## config.mk

```make
export PLATFORM = sky130hd
export DESIGN_NAME = clk_postdiv_gate
export DESIGN_NICKNAME = d
export VERILOG_FILES = /design/src/rtl/cdg_pkg.sv /design/src/rtl/cdg_sync.sv /design/src/rtl/cdg_divider.sv /design/src/rtl/cdg_restart.sv /design/src/rtl/clk_postdiv_gate.sv
export SDC_FILE = /design/constraint.sdc
export NUM_CORES = 1
export LEC_CHECK = 0
export BUFFER_PORTS_ARGS = -buffer_cell sky130_fd_sc_hd__buf_2
export CORE_MARGIN = 1.5
export CORE_UTILIZATION = 50
export DETAILED_ROUTE_END_ITERATION = 10
export GPL_ROUTABILITY_DRIVEN = 0
export PLACE_DENSITY = 0.8
export SLEW_MARGIN = 20
export SYNTH_ARGS = -nofsm -noshare
export SYNTH_HDL_FRONTEND = slang
export SYNTH_SLANG_ARGS = --single-unit
```

## constraint.sdc

```tcl
create_clock -name clk -period 2 [get_ports clk]
set_input_delay 0.1 -clock clk [delete_from_list [all_inputs] [get_ports clk]]
set_output_delay 0.1 -clock clk [all_outputs]
set_load 0.05 [all_outputs]
```

## src/rtl/cdg_pkg.sv

```systemverilog
`timescale 1ns/1ps
package cdg_pkg;
  typedef enum logic {
    ROLE_POWERDOWN = 1'b0,
    ROLE_ENABLE    = 1'b1
  } pin_role_e;
endpackage

```

## src/rtl/cdg_sync.sv

```systemverilog
`timescale 1ns/1ps
module cdg_sync #(
  parameter int STAGES = 2
) (
  input  logic clk,
  input  logic rst,
  input  logic d,
  output logic q
);
  logic [STAGES-1:0] chain;

  always_ff @(posedge clk) begin
    if (rst) chain <= '0;
    else     chain <= {chain[STAGES-2:0], d};
  end

  assign q = chain[STAGES-1];
endmodule

```

## src/rtl/cdg_divider.sv

```systemverilog
`timescale 1ns/1ps
module cdg_divider #(
  parameter int SEL_W   = 3,
  parameter int MAX_SEL = 4,
  parameter int CNT_W   = MAX_SEL
) (
  input  logic             clk,
  input  logic             rst,
  input  logic             run,
  input  logic [SEL_W-1:0] sel_in,
  output logic             ph,
  output logic             at_limit
);
  localparam logic [SEL_W-1:0] SEL_TOP = SEL_W'(MAX_SEL);

  logic [SEL_W-1:0] sel_clamped;
  logic [SEL_W-1:0] sel_act;
  logic [CNT_W:0]   half_len;
  logic [CNT_W-1:0] limit;
  logic [CNT_W-1:0] cnt;

  assign sel_clamped = (sel_in > SEL_TOP) ? SEL_TOP : sel_in;
  assign half_len    = (CNT_W+1)'(1) << sel_act;
  assign limit       = CNT_W'(half_len - 1'b1);
  assign at_limit    = (cnt == limit);

  // The ratio is reloaded only when the phase turns high, i.e. at a period start.
  always_ff @(posedge clk) begin
    if (rst || !run) begin
      cnt     <= '0;
      ph      <= 1'b0;
      sel_act <= sel_clamped;
    end else if (at_limit) begin
      cnt <= '0;
      ph  <= ~ph;
      if (!ph) sel_act <= sel_clamped;
    end else begin
      cnt <= cnt + 1'b1;
    end
  end

  // the phase flips only after a full count or when cleared by a stop
  a_r1_flip_at_limit: assert property (@(posedge clk) disable iff (rst)
    (ph != $past(ph)) |-> ($past(at_limit) || !$past(run)));

  // the active ratio moves only at a rising boundary or while stopped
  a_r3_ratio_at_rise: assert property (@(posedge clk) disable iff (rst)
    (sel_act != $past(sel_act)) |-> (!$past(run) || ($past(at_limit) && !$past(ph))));
endmodule

```

## src/rtl/cdg_restart.sv

```systemverilog
`timescale 1ns/1ps
module cdg_restart #(
  parameter int RESTART_CYC = 1000,
  parameter int CW          = $clog2(RESTART_CYC + 1)
) (
  input  logic clk,
  input  logic rst,
  input  logic hold,
  output logic ready
);
  localparam logic [CW-1:0] TERM = CW'(RESTART_CYC);

  logic [CW-1:0] cnt;

  assign ready = (cnt == TERM);

  always_ff @(posedge clk) begin
    if (rst || hold)  cnt <= '0;
    else if (!ready)  cnt <= cnt + 1'b1;
  end
endmodule

```

## src/rtl/clk_postdiv_gate.sv

```systemverilog
`timescale 1ns/1ps
module clk_postdiv_gate
  import cdg_pkg::*;
#(
  parameter int SEL_W       = 3,
  parameter int MAX_SEL     = 4,
  parameter int SYNC_STAGES = 2,
  parameter int RESTART_CYC = 1000
) (
  input  logic             clk,
  input  logic             rst,
  input  logic             ctl_pin,
  input  logic             cfg_pin_oe,
  input  logic             cfg_sync,
  input  logic [SEL_W-1:0] div_sel,
  output logic             clk_out,
  output logic             out_drive
);
  localparam int CNT_W = MAX_SEL;

  pin_role_e role;
  logic pin_s;
  logic hold;
  logic ready;
  logic run;
  logic div_ph;
  logic div_lim;
  logic rise_pt;
  logic fall_pt;
  logic gate_q;
  logic gate;

  assign role = pin_role_e'(cfg_pin_oe);

  cdg_sync #(.STAGES(SYNC_STAGES)) u_sync (
    .clk (clk),
    .rst (rst),
    .d   (ctl_pin),
    .q   (pin_s)
  );

  // Power-down clears the restart timer; in synchronous mode only once the gate has closed.
  assign hold = (role == ROLE_POWERDOWN) && !pin_s && (cfg_sync ? !gate_q : 1'b1);

  cdg_restart #(.RESTART_CYC(RESTART_CYC)) u_restart (
    .clk   (clk),
    .rst   (rst),
    .hold  (hold),
    .ready (ready)
  );

  assign run = (ready && !hold) || gate_q;

  cdg_divider #(.SEL_W(SEL_W), .MAX_SEL(MAX_SEL), .CNT_W(CNT_W)) u_div (
    .clk      (clk),
    .rst      (rst),
    .run      (run),
    .sel_in   (div_sel),
    .ph       (div_ph),
    .at_limit (div_lim)
  );

  assign rise_pt = run && div_lim && !div_ph;
  assign fall_pt = run && div_lim &&  div_ph;

  always_ff @(posedge clk) begin
    if (rst || !cfg_sync)               gate_q <= 1'b0;
    else if (rise_pt && pin_s && ready) gate_q <= 1'b1;
    else if (fall_pt && !pin_s)         gate_q <= 1'b0;
  end

  assign gate      = cfg_sync ? gate_q : (ctl_pin && ready);
  assign clk_out   = div_ph && gate;
  assign out_drive = gate;

  // in synchronous mode the gate moves only on an edge of the divided phase
  a_r8_gate_on_edge: assert property (@(posedge clk) disable iff (rst)
    (cfg_sync && $past(cfg_sync) && (gate_q != $past(gate_q))) |-> (div_ph != $past(div_ph)));

  // a synchronous close happens exactly as the high phase ends
  a_r7_close_after_high: assert property (@(posedge clk) disable iff (rst)
    (cfg_sync && $fell(gate_q)) |-> ($past(div_ph) && !div_ph));

  // while held in power-down the divider phase stays low
  a_r9_quiet_in_pd: assert property (@(posedge clk) disable iff (rst)
    (hold && !gate_q) |=> !div_ph);
endmodule

```

* After elaboration in Yosys (flattened, before gate mapping)
Index checks and enable logic that the tools add are counted.
Word-level totals: bits in registers 21, input port bits 8, output and inout bits 2, logic and storage cells 49
Cells by class: $add $sub $neg 3, order comparisons 1, equality and inequality tests 3, shifts and indexed selects 1, muxes and demuxes 8, bitwise operators 2, reduce and logical (&&, ||, !) cells 25
Operators with widths (number):
- $mux 3 | 4
- $logic_and 1x1->1 | 11
- $add 10x1->10 const B | 1
- $eq 10x10->1 const B | 1
- $logic_not 1->1 | 6
- $add 4x1->4 const B | 1
- $eq 4x4->1 | 1
- $logic_or 1x1->1 | 4
- $mux 1 | 4
- $reduce_bool 2->1 | 2
- $shl 1x3->4 const A | 1
- $sub 4x1->4 const B | 1
- $gt 3x3->1 const B | 1
- $ne 2x2->1 const B | 1
- $not 1->1 | 2
- $reduce_and 2->1 | 1
- $reduce_or 2->1 | 1

* Logic depth before layout (Yosys ltp)
Gate-level depths: netlist (run 1).
depth after elaboration 11, depth in mapped cells 7, gate-level depth less buffers 7

* By module
From an unflattened synthesis (run 1), not the netlist that was laid out.
Second synthesis, totals: cell total of the unflattened synthesis 112, area total of the unflattened synthesis 1091.0 µm²
Modules (own cells, without submodules):
- cdg_restart | times used 1, cells an instance 58, area each 506.7 µm², sequential area each 200.2 µm²
- cdg_divider | times used 1, cells an instance 37, area each 429.2 µm², sequential area each 190.2 µm²
- clk_postdiv_gate | times used 1, cells an instance 13, area each 102.6 µm², sequential area each 20.0 µm²
- cdg_sync | times used 1, cells an instance 4, area each 52.6 µm², sequential area each 40.0 µm²

* Least setup slack after synthesis (run 1)
Ideal clock, no wire load.
path type flip-flop to flip-flop, from register u_div.sel_act[1], to register u_div.sel_act[0] (enable), library setup time 0.302 ns, arrival time 1.873 ns, required time 1.698 ns, setup slack -0.176 ns, cell stages (with the launch flop) 7, path buffers 0, clock period less this slack 2.176 ns, cell sequence edfxtp_1 -> or3_4 -> ha_1 -> xor2_1 -> o211ai_1 -> or3_1 -> nand2_1
Between the ends: longest elaborated chain between the ends 5
RTL lines:
- start: declaration | line cdg_divider.sv:17 | logic [SEL_W-1:0] sel_act;
- start signal: assignment | line cdg_divider.sv:32 | sel_act <= sel_clamped;
- start signal: assignment | line cdg_divider.sv:36 | if (!ph) sel_act <= sel_clamped;
- $shl 1x3->4 | line cdg_divider.sv:23 | assign half_len = (CNT_W+1)'(1) << sel_act;
- $sub 4x1->4 | line cdg_divider.sv:24 | assign limit = CNT_W'(half_len - 1'b1);
- $eq 4x4->1 | line cdg_divider.sv:25 | assign at_limit = (cnt == limit);
- $reduce_bool 2->1 (no source line)
- $reduce_and 2->1 (no source line)
No other way between the ends. A chain may end at the register's enable or synchronous reset.

* Worst setup path in the final report (run 1)
from register u_div.sel_act[0], to register u_div.sel_act[1] (enable)
The elaborated chain is that of the path after synthesis.

==> flow_summary.ini, run 1 <==
[power]
totalPowerFinal_mw = 0.741
ir_worst_vdd_mv = 0.447
power_density_mw_per_mm2 = 571
power.static_leakage_nw = 0.478

[grt]
grt.overflow.total = 0
grt_pass1_vias = 855
grt_util_all_layers = 0.202
grt_max_degree = 13
grt_pass1_wl_mm = 3.64
antenna_found_initial = 0

[synth]
syn-mean-instance-area_um2 = 9.50
synth_cell_types = 36
syn-num-nets = 120
seq_area_frac_synth = 0.439
ys_warn_count = 0
syn_area_mm2 = 0.00103
ys_seq_elements = 21
synthCells = 108

[detailed_routing]
dr.pass1.iters = 4
via_per_inst = 5.51
wl_mm = 2.22
drt_iter0_markers = 12
num_vias = 876
drc = 0
ant_nets = 0
avgRoutedWirePerCell_um = 14.0

[clock_tree]
clk_path_buf_depth = 2
clk-insertion-delay-late_ps = 310
cts_root_buf = clkbuf_4
cts_buffers = 3
cts_tree = yes
cts_sinks = 21
clkTransAtPathRegs_ps = 120
h-tree-depth = 1

[sta]
setup_tns_ps = -380
setup_ws_ps = -127
skew_ps = 2.68
worstMarginPinSlew_ps = 581
setup_viol = 3
rsz0062_at_grt = yes
hold_viol = 0
clock.fmax_mhz = 470
maxSlewViolCount = 0
fin_crit_ps = 2130
hold_slack_ps = 56.7
period_share = 1.06
slew-limit-headroom = 0.608

[floorplanning]
die_h_um = 48.3
die_w_um = 48.3
placeableCoreArea_mm2 = 0.00194
die_area_mm2 = 0.00233
num_rows = 16
io_pins = 10
start_util = 0.528

[worst_setup_path]
crit_required_ps = 2050
worstSetupStartpointType = flip-flop
endpoint_kind = flip-flop
critPathTopFamily = simple AND/OR/NAND/NOR gates
slowest_stage = or3_4
arrival_ps = 2180
cp_cell_sequence = or3_4, ha_4, xor2_2, o211ai_1, or3_4, nand2_4
worstSetupStartpoint = u_div.sel_act[0]
cp_slowest_stage_delay_ps = 410
cp_num_buf_inv = 0
cpMostUsedCell = or3_4
r2r_start = u_div.sel_act[0]
cp_max_fo = 3
crit_type = reg2reg

[run]
drv_cap = 0

[finish]
antenna_cells = 0
seq_area_um2 = 450
drive_gt1_frac = 0.273
multiInputGateArea_um2 = 619
syn2layout_area_growth_pct = 26.6
layout.nets = 145
instances_no_fill = 159
fillers = 136

[place]
numPortBuffers = 9
dp_cells = 149
place_hpwl_mm = 1.40

[status]
status = finished, violations left
violations = setup timing

[hold_path]
hold_class = in2reg
hp-start = cfg_sync
## final timing paths
check | endpoint | slack [ps] | depth (start not counted)
hold / removal | gate_q | 60 | 3
setup / recovery | u_div.sel_act[1] | -130 | 6
hold reg to reg | u_sync.chain[1] | 450 | 1
setup reg to reg | u_div.sel_act[1] | -130 | 6
## worst register-to-register path, cell delays in order (launching register included)
cell	delay (ps)
edfxtp_1	400
or3_4	410
ha_4	290
xor2_2	160
o211ai_1	130
or3_4	370
nand2_4	90
## logic make-up (layout without fill, tap and decap cells)
| kind of cell | Yosys count | count (layout) | share of synthesized area |
|---|---|---|---|
| AO/OA/AOI/OAI | 18 | 18 | 0.128 |
| buffers and inverters | 6 | 30 | 0.0219 |
| flip-flops | 21 | 21 | 0.439 |
| XOR/XNOR | 11 | 11 | 0.0939 |
| multiplexers | 1 | 1 | 0.00976 |
| AND/OR/NAND/NOR | 47 | 47 | 0.259 |
| adder cells (fa/ha/maj) | 4 | 4 | 0.0488 |
## state kept, by name (all words and copies together) (netlist names)
register       cells
u_restart.cnt     10
u_div.sel_act      3
u_div.ph           1
u_div.cnt          4
u_sync.chain       2
gate_q             1
## power breakdown
part	total [mW]	internal [mW]	switching (mW)
sequential	0.442	0.435	0.00648
combinational	0.0851	0.0464	0.0387
clock	0.214	0.0748	0.139
## cell type report
cell class                 instances  area share
inverter                           4      0.0116
tap                               27      0.0260
clock buffer                       3      0.0173
timing repair buffer              22       0.118
multi-input combinational         81       0.477
sequential                        21       0.347
clock inverter                     1     0.00385
## placed cells by master (no fill, tap or decap), types with 4 or more instances in the layout
master | synthesis | layout
dfxtp_1 | 18 | 18
xnor2_1 | 7 | 6
nor2b_1 | 5 | 5
buf_4 | 0 | 11
buf_2 | 0 | 8
nor2_1 | 13 | 13
inv_1 | 4 | 4
nand3_1 | 5 | 5
## what timing repair did
item / in CTS / in global routing
endpoints found under the hold margin: 2 / 2
hold buffers: 1 / 2
setup buffers: 2 / 1
pin swaps: 3 / 6
setup endpoints to repair: 11 / 11
resized for setup: 8 / 2
## metal layers
layer  vias up  routed length (µm)  global-route usage
li1        430                   -                   -
met1       423                 924               0.231
met2        16                1180               0.368
met3         7                  70              0.0370
met4         0                  54              0.0857
met5         -                   0                   0
## through the flow
step | setup WS, ps | utilization | area, µm²
2_1_floorplan | -106 | - | 1040
3_3_place_gp | -95.4 | 0.601 | 1170
3_5_place_dp | -183 | 0.601 | 1170
4_1_cts | -161 | 0.650 | 1260
5_1_grt | -222 | 0.669 | 1300
6_report | -127 | 0.669 | 1300
## cell usage after synthesis
cell type | n | area (µm²)
o21ai_1 | 1 | 5.00
xor2_1 | 4 | 35.0
nand3_1 | 5 | 25.0
o21ai_0 | 4 | 20.0
nand4_1 | 2 | 12.5
or3b_2 | 1 | 8.76
o211a_1 | 2 | 20.0
o21bai_1 | 1 | 7.51
or3_1 | 3 | 18.8
nand2_1 | 4 | 15.0
nor4b_1 | 1 | 8.76
and2_1 | 1 | 6.26
nand4b_1 | 1 | 8.76
a21oi_1 | 3 | 15.0
nand3b_1 | 1 | 7.51
dfxtp_1 | 18 | 360
nor3_2 | 1 | 10.0
xnor2_1 | 7 | 61.3
a211oi_1 | 1 | 7.51
o41ai_2 | 1 | 16.3
nor2_1 | 13 | 48.8
nor2b_1 | 5 | 31.3
or3_4 | 1 | 11.3
ha_1 | 4 | 50.1
clkbuf_1 | 2 | 7.51
o211ai_1 | 2 | 15.0
a21boi_1 | 1 | 7.51
and4bb_1 | 1 | 12.5
inv_1 | 4 | 15.0
nor3_1 | 3 | 15.0
a41oi_1 | 1 | 8.76
a22o_1 | 1 | 8.76
nand2b_1 | 3 | 18.8
or2_2 | 1 | 6.26
edfxtp_1 | 3 | 90.1
mux2i_1 | 1 | 10.0
Note: power is estimated with default switching activity, not from simulation.
==> run 2, diff against run 1 <==
--- a/config.mk
+++ b/config.mk
@@ -5,11 +5,12 @@
 export SDC_FILE = /design/constraint.sdc
 export NUM_CORES = 1
 export LEC_CHECK = 0
-export BUFFER_PORTS_ARGS = -buffer_cell sky130_fd_sc_hd__buf_2
+export BUFFER_PORTS_ARGS = -buffer_cell sky130_fd_sc_hd__buf_4
 export CORE_MARGIN = 1.5
 export CORE_UTILIZATION = 50
 export DETAILED_ROUTE_END_ITERATION = 10
 export GPL_ROUTABILITY_DRIVEN = 0
+export GPL_TIMING_DRIVEN = 0
 export PLACE_DENSITY = 0.8
 export SLEW_MARGIN = 20
 export SYNTH_ARGS = -nofsm -noshare
==> run 2 against run 1 <==
Against the previous run:
- the flow still finishes with violations (setup timing)
- global-route usage down 0.43 points
- sequential power is essentially flat
- final cell count decreased by 0.63%
- via count rose by 1.0%
- combinational power is essentially flat
- critical endpoint unchanged
==> flow_summary.ini, run 2 (synthesized netlist as in run 1, its figures left out) <==
[status]
status = finished, violations left
violations = setup timing

[grt]
grt_pass1_vias = 853
grt_pass1_wl_mm = 3.64
grt_util_all_layers = 0.198
grt_max_degree = 13
grt.overflow.total = 0
antenna_found_initial = 0

[detailed_routing]
wl_met2_mm = 1.21
ant_nets = 0
top_layer = met4
drt_iter0_markers = 17
wl_mm = 2.32
route.met3.wl_um = 89
num_vias = 885
via_per_inst = 5.60
dr.pass1.iters = 4
avgRoutedWirePerCell_um = 14.7
routedLengthMet1_um = 957
drc = 0

[sta]
period_share = 1.09
setup_tns_ps = -909
setup_ws_ps = -185
worstMarginPinSlew_ps = 550
setup_viol = 9
clock.fmax_mhz = 458
hold_viol = 0
slew-limit-headroom = 0.629
rsz0062_at_grt = yes
skew_ps = 2.71
maxSlewViolCount = 0
fin_crit_ps = 2180

[finish]
largest_reg_flops = 10
stdcell_area_mm2 = 0.00130
top_regs = u_restart.cnt: 10 flops, u_div.cnt: 4 flops, u_div.sel_act: 3 flops
final_cell_mix = dfxtp_1 (17), buf_4 (17), nor2_1 (13), xnor2_1 (6)
syn2layout_area_growth_pct = 26.6
regMostFlops = u_restart.cnt
fillers = 151
drive_gt1_frac = 0.275
layout.nets = 144
antenna_cells = 0

[floorplanning]
die_area_mm2 = 0.00233
die_h_um = 48.3
start_util = 0.528
num_rows = 16
die_w_um = 48.3
placeableCoreArea_mm2 = 0.00194
io_pins = 10

[clock_tree]
cts_root_buf = clkbuf_4
clkTransAtPathRegs_ps = 120
clk_path_buf_depth = 2
cts_tree = yes
cts_buffers = 3
clk-insertion-delay-late_ps = 300
cts_sinks = 21
h-tree-depth = 1

[place]
place_hpwl_mm = 1.31
dp_slack_ps = -250
dpl_cell_area_mm2 = 0.00114
numPortBuffers = 9

[worst_setup_path]
worstReg2RegEnd = u_div.sel_act[1]
worstSetupStartpointType = flip-flop
r2r_cells = 8
endpoint_kind = flip-flop
cp_max_fo = 3
r2r_start = u_div.sel_act[1]
crit_required_ps = 2040
crit_type = reg2reg
reg2reg_slack_ps = -180
arrival_ps = 2220

[power]
power.static_leakage_nw = 0.474
power_density_mw_per_mm2 = 564
totalPowerFinal_mw = 0.732
ir_worst_vdd_mv = 0.475

[hold_path]
hp-start = ctl_pin
holdPathEnd = u_sync.chain[0]
min_path_cells = 2
hold_class = in2reg

[run]
drv_cap = 0
==> run 2: cell types whose count changed in the layout (fill, tap and decap cells not counted), sizes merged <==
cell,delta
buf,-1
dlygate4sd3,-2
clkbuf,+2
==> run 2: timing repair <==
action | in CTS | in global routing
pin swaps | 3 | 7
buffers inserted | 7 | 2
gates resized for setup | 3 | 6
gates cloned | 0 | 0
endpoints found under the setup margin | 8 | 10
hold buffers | 1 | 0
endpoints found under the hold margin | 2 | 0
==> run 2: how the worst max path moves through the flow <==
| stage | start | end | cells after the start |
|---|---|---|---|
| 3_5_place_dp | u_div.sel_act[2] | u_div.sel_act[1] | 6 |
| 4_1_cts | u_div.sel_act[0] | u_div.sel_act[1] | 6 |
| 6_report | u_div.sel_act[1] | u_div.sel_act[1] | 8 |
| 3_3_place_gp | u_div.sel_act[0] | u_div.sel_act[2] | 6 |
| 5_1_grt | u_div.sel_act[1] | u_div.sel_act[2] | 8 |
| 2_1_floorplan | u_div.sel_act[1] | u_div.sel_act[0] | 6 |
==> run 2: metrics by stage <==
stage | hold slack [ps] | util | cells
final | 13.6 | 0.669 | 158
after global routing | 17.0 | 0.669 | 158
after CTS | 10.3 | 0.646 | 156
after detailed placement | 299 | 0.589 | 144
after global placement | 295 | 0.589 | 144
after floorplan | 172 | - | 108
==> run 2: critical path, stage by stage, from the launching register on <==
cell and delay (ps):
edfxtp_1 440, buf_4 170, nor2_1 140, nand2_1 120, ha_4 290, xor2_2 160, o211ai_1 140, or3_4 370
nand2_4 90
==> run 2: metal layers <==
layer,vias to the layer above,track usage
met5,-,0
met4,0,0.100
met3,8,0.0309
met2,32,0.336
met1,419,0.244
li1,426,-
==> run 2: power breakdown <==
group          internal (mW)  total [mW]  switching, mW
combinational         0.0478      0.0852         0.0374
clock                 0.0746       0.205          0.130
sequential             0.436       0.443        0.00699
==> run 2: final cells by class <==
type / count / area, µm² / share of cell area
repair buffers: 19 / 149 / 0.115
flip-flops and latches: 21 / 452 / 0.348
plain buffers: 2 / 7.51 / 0.00578
well taps: 27 / 33.8 / 0.0260
clock inverters: 1 / 5.00 / 0.00385
inverters: 4 / 15.0 / 0.0116
clock buffers: 3 / 22.5 / 0.0173
multi-input cells: 81 / 614 / 0.473
